===== src/rtl/mfa_pkg.sv =====
package mfa_pkg;
   localparam int F_MAX_DEF = 16;
   localparam int K_MAX_DEF = 32;
   localparam int OFS_W_DEF = 9;
   localparam int SYNC_DEF  = 2;

   // one alignment request and whether it agrees with the running phase
   typedef struct packed {
      logic fire;
      logic on_wrap;
   } align_evt_t;
endpackage


===== src/rtl/mfa_sysref_edge.sv =====
module mfa_sysref_edge #(
   parameter int STAGES = 2
) (
   input  logic clk,
   input  logic rst_n,
   input  logic sysref_in,
   output logic rise_o
);
   logic last_q;
   logic prev_q;

   generate
      if (STAGES == 1) begin : g_single
         always_ff @(posedge clk or negedge rst_n) begin
            if (!rst_n) last_q <= 1'b0;
            else        last_q <= sysref_in;
         end
      end else begin : g_chain
         logic [STAGES-1:0] chain_q;
         always_ff @(posedge clk or negedge rst_n) begin
            if (!rst_n) chain_q <= '0;
            else        chain_q <= {chain_q[STAGES-2:0], sysref_in};
         end
         assign last_q = chain_q[STAGES-1];
      end
   endgenerate

   always_ff @(posedge clk or negedge rst_n) begin
      if (!rst_n) prev_q <= 1'b0;
      else        prev_q <= last_q;
   end

   assign rise_o = last_q & ~prev_q;
endmodule


===== src/rtl/mfa_align_delay.sv =====
module mfa_align_delay #(
   parameter int OFS_W = 9
) (
   input  logic             clk,
   input  logic             rst_n,
   input  logic [OFS_W-1:0] ofs,
   input  logic             rise_i,
   output logic             fire_o
);
   logic             pend_q;
   logic [OFS_W-1:0] dly_q;
   logic             ofs_zero;
   logic             dly_last;

   assign ofs_zero = (ofs == '0);
   assign dly_last = (dly_q == OFS_W'(1));
   assign fire_o   = (rise_i && ofs_zero) || (pend_q && dly_last);

   always_ff @(posedge clk or negedge rst_n) begin
      if (!rst_n) begin
         pend_q <= 1'b0;
         dly_q  <= '0;
      end else if (rise_i && !ofs_zero) begin
         pend_q <= 1'b1;
         dly_q  <= ofs;
      end else if (pend_q) begin
         if (dly_last) pend_q <= 1'b0;
         else          dly_q  <= dly_q - OFS_W'(1);
      end
   end
endmodule


===== src/rtl/mfa_lmfc_counter.sv =====
module mfa_lmfc_counter #(
   parameter int FW = 4,
   parameter int KW = 5
) (
   input  logic          clk,
   input  logic          rst_n,
   input  logic [FW-1:0] f_m1,
   input  logic [KW-1:0] k_m1,
   input  logic          force_zero,
   output logic [FW-1:0] oct_o,
   output logic [KW-1:0] frm_o,
   output logic          wrap_o
);
   logic oct_end;

   assign oct_end = (oct_o == f_m1);
   assign wrap_o  = oct_end && (frm_o == k_m1);

   always_ff @(posedge clk or negedge rst_n) begin
      if (!rst_n) begin
         oct_o <= '0;
         frm_o <= '0;
      end else if (force_zero || wrap_o) begin
         oct_o <= '0;
         frm_o <= '0;
      end else if (oct_end) begin
         oct_o <= '0;
         frm_o <= frm_o + KW'(1);
      end else begin
         oct_o <= oct_o + FW'(1);
      end
   end
endmodule


===== src/rtl/mfclk_align.sv =====
module mfclk_align
   import mfa_pkg::*;
#(
   parameter int F_MAX       = F_MAX_DEF,
   parameter int K_MAX       = K_MAX_DEF,
   parameter int OFS_W       = OFS_W_DEF,
   parameter int SYNC_STAGES = SYNC_DEF,
   localparam int FW = $clog2(F_MAX),
   localparam int KW = $clog2(K_MAX)
) (
   input  logic             clk,
   input  logic             rst_n,
   input  logic [FW-1:0]    cfg_f_m1,
   input  logic [KW-1:0]    cfg_k_m1,
   input  logic [OFS_W-1:0] cfg_ofs,
   input  logic             sysref_in,
   output logic             frame_stb,
   output logic             mf_stb,
   output logic [KW-1:0]    frame_idx,
   output logic             sysref_seen,
   output logic             phase_err
);
   generate
      if (F_MAX < 2 || F_MAX != (1 << FW)) begin : g_bad_fmax
         $error("F_MAX must be a power of two of at least 2");
      end
      if (K_MAX < 2 || K_MAX != (1 << KW)) begin : g_bad_kmax
         $error("K_MAX must be a power of two of at least 2");
      end
      if (SYNC_STAGES < 1) begin : g_bad_sync
         $error("SYNC_STAGES must be at least 1");
      end
      if (OFS_W < 1) begin : g_bad_ofs
         $error("OFS_W must be at least 1");
      end
   endgenerate

   // configuration held from the reset period onward
   logic [FW-1:0]    f_q;
   logic [KW-1:0]    k_q;
   logic [OFS_W-1:0] ofs_q;

   always_ff @(posedge clk) begin
      if (!rst_n) begin
         f_q   <= cfg_f_m1;
         k_q   <= cfg_k_m1;
         ofs_q <= cfg_ofs;
      end
   end

   logic       rise;
   align_evt_t evt;
   logic [FW-1:0] oct;
   logic [KW-1:0] frm;

   mfa_sysref_edge #(.STAGES(SYNC_STAGES)) u_edge (
      .clk       (clk),
      .rst_n     (rst_n),
      .sysref_in (sysref_in),
      .rise_o    (rise)
   );

   mfa_align_delay #(.OFS_W(OFS_W)) u_dly (
      .clk    (clk),
      .rst_n  (rst_n),
      .ofs    (ofs_q),
      .rise_i (rise),
      .fire_o (evt.fire)
   );

   mfa_lmfc_counter #(.FW(FW), .KW(KW)) u_cnt (
      .clk        (clk),
      .rst_n      (rst_n),
      .f_m1       (f_q),
      .k_m1       (k_q),
      .force_zero (evt.fire),
      .oct_o      (oct),
      .frm_o      (frm),
      .wrap_o     (evt.on_wrap)
   );

   always_ff @(posedge clk or negedge rst_n) begin
      if (!rst_n) begin
         sysref_seen <= 1'b0;
         phase_err   <= 1'b0;
      end else if (evt.fire) begin
         sysref_seen <= 1'b1;
         if (sysref_seen && !evt.on_wrap) phase_err <= 1'b1;
      end
   end

   assign frame_stb = (oct == '0);
   assign mf_stb    = frame_stb && (frm == '0);
   assign frame_idx = frm;
endmodule


===== config.mk =====
export PLATFORM = sky130hd
export DESIGN_NAME = mfclk_align
export DESIGN_NICKNAME = d
export VERILOG_FILES = /design/src/rtl/mfa_pkg.sv /design/src/rtl/mfa_sysref_edge.sv /design/src/rtl/mfa_align_delay.sv /design/src/rtl/mfa_lmfc_counter.sv /design/src/rtl/mfclk_align.sv
export SDC_FILE = /design/constraint.sdc
export NUM_CORES = 1
export LEC_CHECK = 0
export ABC_CLOCK_PERIOD_IN_PS = 5500
export CAP_MARGIN = 20
export CORE_UTILIZATION = 33
export CTS_BUF_LIST = sky130_fd_sc_hd__clkbuf_8 sky130_fd_sc_hd__clkbuf_16
export DETAILED_ROUTE_END_ITERATION = 6
export GPL_TIMING_DRIVEN = 0
export PLACE_DENSITY = 0.52
export RECOVER_POWER = 50
export SLEW_MARGIN = 25
export SYNTH_ARGS = -nofsm -noshare
export SYNTH_HDL_FRONTEND = slang
export SYNTH_SLANG_ARGS = --single-unit

===== constraint.sdc =====
create_clock -name clk -period 5.5 [get_ports clk]
set_clock_uncertainty 0.2 [all_clocks]
set_input_delay 1.1 -clock clk [delete_from_list [all_inputs] [get_ports clk]]
set_output_delay 1.1 -clock clk [all_outputs]
set_load 0.05 [all_outputs]

# --- Word-level counts from Yosys, hierarchy flattened ---
# Cells that the tools add are included.
word_totals:
  out_inout_bits: 9
  elab_cells: 47
  regBits: 42
classes:
  n_reduce_logical: 17
  mux: 10
  n_eq_ne: 4
  n_addsub: 3
  n_bitwise: 2
op_table:
  columns: ["cell", "n"]
  rows:
  - ["9-bit 2-to-1 mux", 3]
  - ["5-bit 2-to-1 mux", 2]
  - ["9-bit by 1-bit == test with 1-bit output, second input constant", 1]
  - ["9-bit logical NOT", 1]
  - ["9-bit by 1-bit subtractor with 9-bit output, second input constant", 1]
  - ["4-bit 2-to-1 mux", 2]
  - ["1-bit logical AND", 6]
  - ["5-bit by 1-bit adder with 5-bit output, second input constant", 1]
  - ["5-bit == test", 1]
  - ["5-bit logical NOT", 1]
  - ["4-bit by 1-bit adder with 4-bit output, second input constant", 1]
  - ["4-bit == test", 1]
  - ["4-bit logical NOT", 1]
  - ["2-bit AND reduction", 2]
  - ["2-bit nonzero test", 2]
  - ["1-bit 2-to-1 mux", 3]
  - ["1-bit logical NOT", 2]
  - ["1-bit logical OR", 2]
  - ["2-bit inequality test, second input constant", 1]
  - ["1-bit bitwise AND", 1]
  - ["1-bit inverter", 1]

# --- Logic depth before layout (Yosys ltp) ---
logic_depth:
  depth_word: 6
  depth_mapped: 6

# --- Modules after synthesis ---
# Synthesis repeated with hierarchy kept, for this count alone.
hier_totals:
  cells_unflattened: 153
  area_unflattened_um2: 1903.1
by_module_without_submodules:
  columns: ["mod", "area_each_um2", "cells_per_inst", "instances", "seq_area_each_um2"]
  rows:
  - ["mfa_align_delay", 651.9, 70, 1, 250.2]
  - ["mfclk_align", 639.4, 28, 1, 590.6]
  - ["mfa_lmfc_counter", 523.0, 51, 1, 225.2]
  - ["mfa_sysref_edge", 88.8, 4, 1, 75.1]

# --- Least setup slack after synthesis ---
# No wires, ideal clock.
synth_path:
  path_kind: "flip-flop to output port"
  start: "reg u_cnt.oct_o[0]"
  end: "out mf_stb"
  stages_incl_launch_ff: 5
  t_required_ns: 4.200
  path_buffers: 0
  arrival_time_ns: 2.479
  slack_ns: 1.721
  path_cell_list: "dfrtp_1 -> inv_1 -> ha_1 -> nor3b_1 -> and4b_1"
synth_between:
  elab_chain_cells: 2
synth_rtl:
  columns: ["item", "line", "text"]
  rows:
  - ["start: declaration", "mfa_lmfc_counter.sv:10", "output logic [FW-1:0] oct_o,"]
  - ["start signal: assignment", "mfa_lmfc_counter.sv:30", "oct_o <= oct_o + FW'(1);"]
  - ["4-bit logical NOT", "mfclk_align.sv:92", "assign frame_stb = (oct == '0);"]
  - ["named net frame_stb", "mfclk_align.sv:17", "output logic frame_stb,"]
  - ["1-bit logical AND", "mfclk_align.sv:93", "assign mf_stb = frame_stb && (frm == '0);"]
  - ["end: declaration", "mfclk_align.sv:18", "output logic mf_stb,"]
# The timed path passes the listed nets, and every way through them passes these cells.

# --- Final worst setup path ---
layout_path:
  start: "reg u_cnt.oct_o[0]"
  end: "out mf_stb"
layout_between:
  elab_chain_cells: 2
layout_rtl:
  columns: ["item", "line"]
  rows:
  - ["4-bit logical NOT", "mfclk_align.sv:92"]
  - ["1-bit logical AND", "mfclk_align.sv:93"]
# No other way between the ends.

==> flow_results.org <==
** Worst setup path
- Reg2Reg Launch Point :: u_dly.dly_q[1]
- In this run the critical register-to-register path is captured at u_cnt.frm_o[1].
- CP Class :: flop to output port
- Worst EP required :: 4.20 ns
- Counting cells, the worst reg-to-reg path comes to 6.
- Of all nets on the critical path, the largest fanout is 5.
- At the worst endpoint, the arrival time is 2.27 ns.
- The worst setup path is launched from a flop.
- The worst setup path is captured at an output port.
- In this run the register-to-register setup slack is about 3.1 ns.

** Routing
- The pre-antenna-repair detailed-routing pass consisted of 4 iterations.
- In this run the remaining antenna-violating nets after routing total 0.
- Via count :: between 1k and 1.5k
- In the routed design, unresolved DRC markers number 0.
- Wire length per cell after detailed routing :: ~13 µm
- Initial drt markers :: 83
- Using the TritonRoute via totals, the vias-per-cell ratio works out to 4.821.
- The final layout contains routed wiring with a total length of between 3000 and 4000 µm.

** Floorplanning
- The core region is 5540 µm².
- Die Y-Extent :: 77.84 µm
- The floorplan step defined a die boundary enclosing 6059 µm².
- Initial standard-cell utilization of the core :: 0.3426
- Die Width :: roughly 78 µm
- Top Ports :: 30
- The initialized floorplan defines 27 standard-cell rows.

** STA
- Aggregate negative setup slack :: 0 ns
- Setup repair after global routing left no endpoint under its margin.
- Worst slew margin relative to its limit :: 0.09453
- The count of final hold-check violations is 0.
- Maximum operating frequency :: about 0.28 GHz
- Share of the cycle needed by the critical path after routing :: 0.6495
- Endpoints failing setup :: 0
- For the pin with the worst max-slew slack, the measured transition is about 1.4 ns.
- Crit path time final :: 3.572 ns
- Number of pins with negative max-slew slack in the final report :: 0

** Power
- Static leakage :: 0.8872 nW
- Across the VDD grid, the largest voltage drop is 0.0001617 V.
- Dividing total power by cell area gives a power density of 467.5 nW/µm².

** Final layout
- In the final layout, the multi-input gates occupy around 700 µm².
- The filler cells instantiated in the layout total 550.
- Layout overhead on the synthesized area :: 24.19%
- Share of the core filled with cells in the final layout :: 0.4255
- The repair_antennas step left the layout with diodes totalling 0.
- After the last flow step, the layout net total stands at 217.
- Area used by sequential logic in the layout :: roughly 1100 µm²
- Of the cells placed in the final design, the portion with a size suffix greater than 1 is 0.05759.

** Clock network
- Total number of clock tree sinks :: 42
- The clock reaches the later pin of the worst-skew pair after a little under 0.3 ns.
- CTS built an H-tree with a depth of 2.
- Once the clock tree was built, the setup fixing pass inserted 0 buffers.
- After clock tree synthesis, the clock-pin slew on the worst setup and hold paths is 0.08 ns.
- Post-cts sizing count :: 0
- Clock root buffer :: clkbuf_8
- Counting along the longest clock path gives a buffer depth of 2.
- Inserted Clock Buffers :: 5
- CTS tree :: built
- Hold bufs inserted after CTS :: 0

** Synth
- Synth area leader :: dfrtp_1
- Top cells by area in the synthesized netlist :: dfrtp_1 32%, edfxtp_1 28%, xnor2_1 6.9%
- Area of the mapped netlist :: between 1500 and 2000 µm²
- Async S/R FF share, synth :: 0.5714
- Of the synthesized area, sequential elements account for 0.6012.
- Proportion of netlist area held by the largest area contributor :: 0.3164
- The number of different library cells used by synthesis comes to 37.
- Synthesis handed over a netlist of 154 instances.
- Counting flops with a built-in enable in the synthesized netlist gives 18.
- Synthesis inferred 42 register bits.
- The Yosys step of the flow raised 0 warnings.
- Dividing the synthesized area by the synthesized cell count gives 12.33 µm².
- Synth Net Count :: 181
- Among all flip-flop cells after synthesis, the most frequent one is dfrtp_1.

** Placed design
- At the end of routability-driven placement, the weighted congestion stood at 0.7658.
- Input and output buffers added on the ports amount to 29.
- Post-DP HPWL :: 2525 µm

** Run status
- Run status :: complete, no violations

** Global route
- Total GRT Usage :: 0.1303
- Largest net degree at the start of global routing :: 26
- Via count of the first global-routing pass :: between 1k and 1.5k
- The first global-routing pass estimated 6009 µm of wire.
- Total gr overflow :: 0
- Number of antenna violations at the first check in global routing :: 0

** Min path
- The worst hold path terminates at u_edge.g_chain.chain_q[1].
- The tightest min-delay check is of the flop to flop type.
- The startpoint identified for the worst hold timing path is u_edge.g_chain.chain_q[0].
- The worst hold path passes through 0 cells.

** Flow run
- Maxcap violations :: 0
[per-layer routing]
metal  vias to the layer above  GRT usage  routed length, µm  share of wire
met2                        33     0.1982               1564           0.45
met5                         -          0                  0              0
met4                         0    0.04906                 61          0.018
li1                        624          -                  -              -
met3                         7    0.04000                171          0.049
met1                       604     0.1736               1670           0.48
[registers in the layout, summed over array words and instances, names as in the netlist]
register / count
u_dly.pend_q: 1
u_edge.prev_q: 1
sysref_seen: 1
u_edge.g_chain.chain_q: 2
u_cnt.frm_o: 5
ofs_q: 9
u_dly.dly_q: 9
k_q: 5
u_cnt.oct_o: 4
f_q: 4
phase_err: 1
[critical path, cell delays in order, from the launching register on]
cell	delay, ns
dfrtp_1	0.45
inv_1	0.08
ha_1	0.13
nor3b_1	0.27
and4b_1	0.23
clkdlybuf4s50_1	0.81
[cell families (layout without fill, tap and decap cells)]
group           Yosys count  count (layout)  synth area share
buf+inv                  11              48           0.02175
xor+xnor                 17              17           0.07845
mux                       3               3           0.01648
compound gates           26              26           0.08504
fa+ha+maj                 6               6           0.03955
flops                    42              42            0.6012
simple gates             49              49            0.1575
[area by class of cell]
class,count,area share
sequential,42,0.4841
inverter,8,0.01274
multi-input combinational,101,0.3036
clock buffer,5,0.02919
buffer,3,0.004777
clock inverter,3,0.006900
timing repair buffer,29,0.1205
tap,72,0.03822
[stage by stage]
step / hold slack, ns / power [mW] / setup WS [ns] / area, µm² / instances
final: 0.1541 / 1.102 / 1.928 / 2357 / 263
after global routing: 0.1716 / 1.177 / 1.828 / 2357 / 263
after CTS: 0.1577 / 1.115 / 1.907 / 2359 / 263
after detailed placement: 0.1395 / 0.9191 / 2.240 / 2273 / 255
after global placement: 0.1317 / 0.9012 / 1.813 / 2278 / 255
after floorplan: 0.1312 / 0.7900 / 1.721 / 1898 / 154
[worst max-delay path by stage]
stage / from / endpoint / slack, ns / depth (start not counted)
after CTS: u_cnt.oct_o[0] / mf_stb / 1.91 / 5
after detailed placement: u_cnt.oct_o[0] / mf_stb / 2.24 / 5
after global routing: u_cnt.oct_o[0] / mf_stb / 1.83 / 5
after global placement: rst_n / ofs_q[2] / 1.81 / 2
after floorplan: u_cnt.oct_o[0] / mf_stb / 1.72 / 4
final: u_cnt.oct_o[0] / mf_stb / 1.93 / 5
[synthesized netlist by cell type (2+ instances only)]
cell type  instances
nor2_1             4
xnor2_1           15
inv_1              8
or4_1              2
edfxtp_1          18
mux2i_1            2
nand4_1            2
nor3_1             5
clkbuf_1           3
or3_1              4
nor3b_1            4
nor4_2             2
xor2_1             2
o21ai_0            4
ha_1               6
nand2b_1           2
nand2_1           11
a21oi_1            4
a211oi_1           4
dfrtp_1           24
o21ai_1            9
nand3_1            4
[cells in the final DEF, fill, tap and decap left out, drive strengths merged, types with 3 or more instances in the layout]
| master | instances |
|---|---|
| nor4 | 3 |
| nor3b | 4 |
| nor2 | 4 |
| inv | 8 |
| a211oi | 4 |
| a21oi | 4 |
| or3 | 4 |
| nand3 | 4 |
| o21ai | 13 |
| edfxtp | 18 |
| dfrtp | 24 |
| ha | 6 |
| dlygate4sd3 | 19 |
| nor3 | 5 |
| nand2 | 11 |
| xnor2 | 15 |
| clkbuf | 9 |
| clkdlybuf4s50 | 9 |
[report_power, final]
group,switching [mW],total [mW],internal (mW)
Clock,0.104,0.191,0.0869
Combinational,0.226,0.412,0.186
Sequential,0.0935,0.499,0.406
Total,0.424,1.10,0.679
No activity file was read; power rests on OpenSTA's default activity.
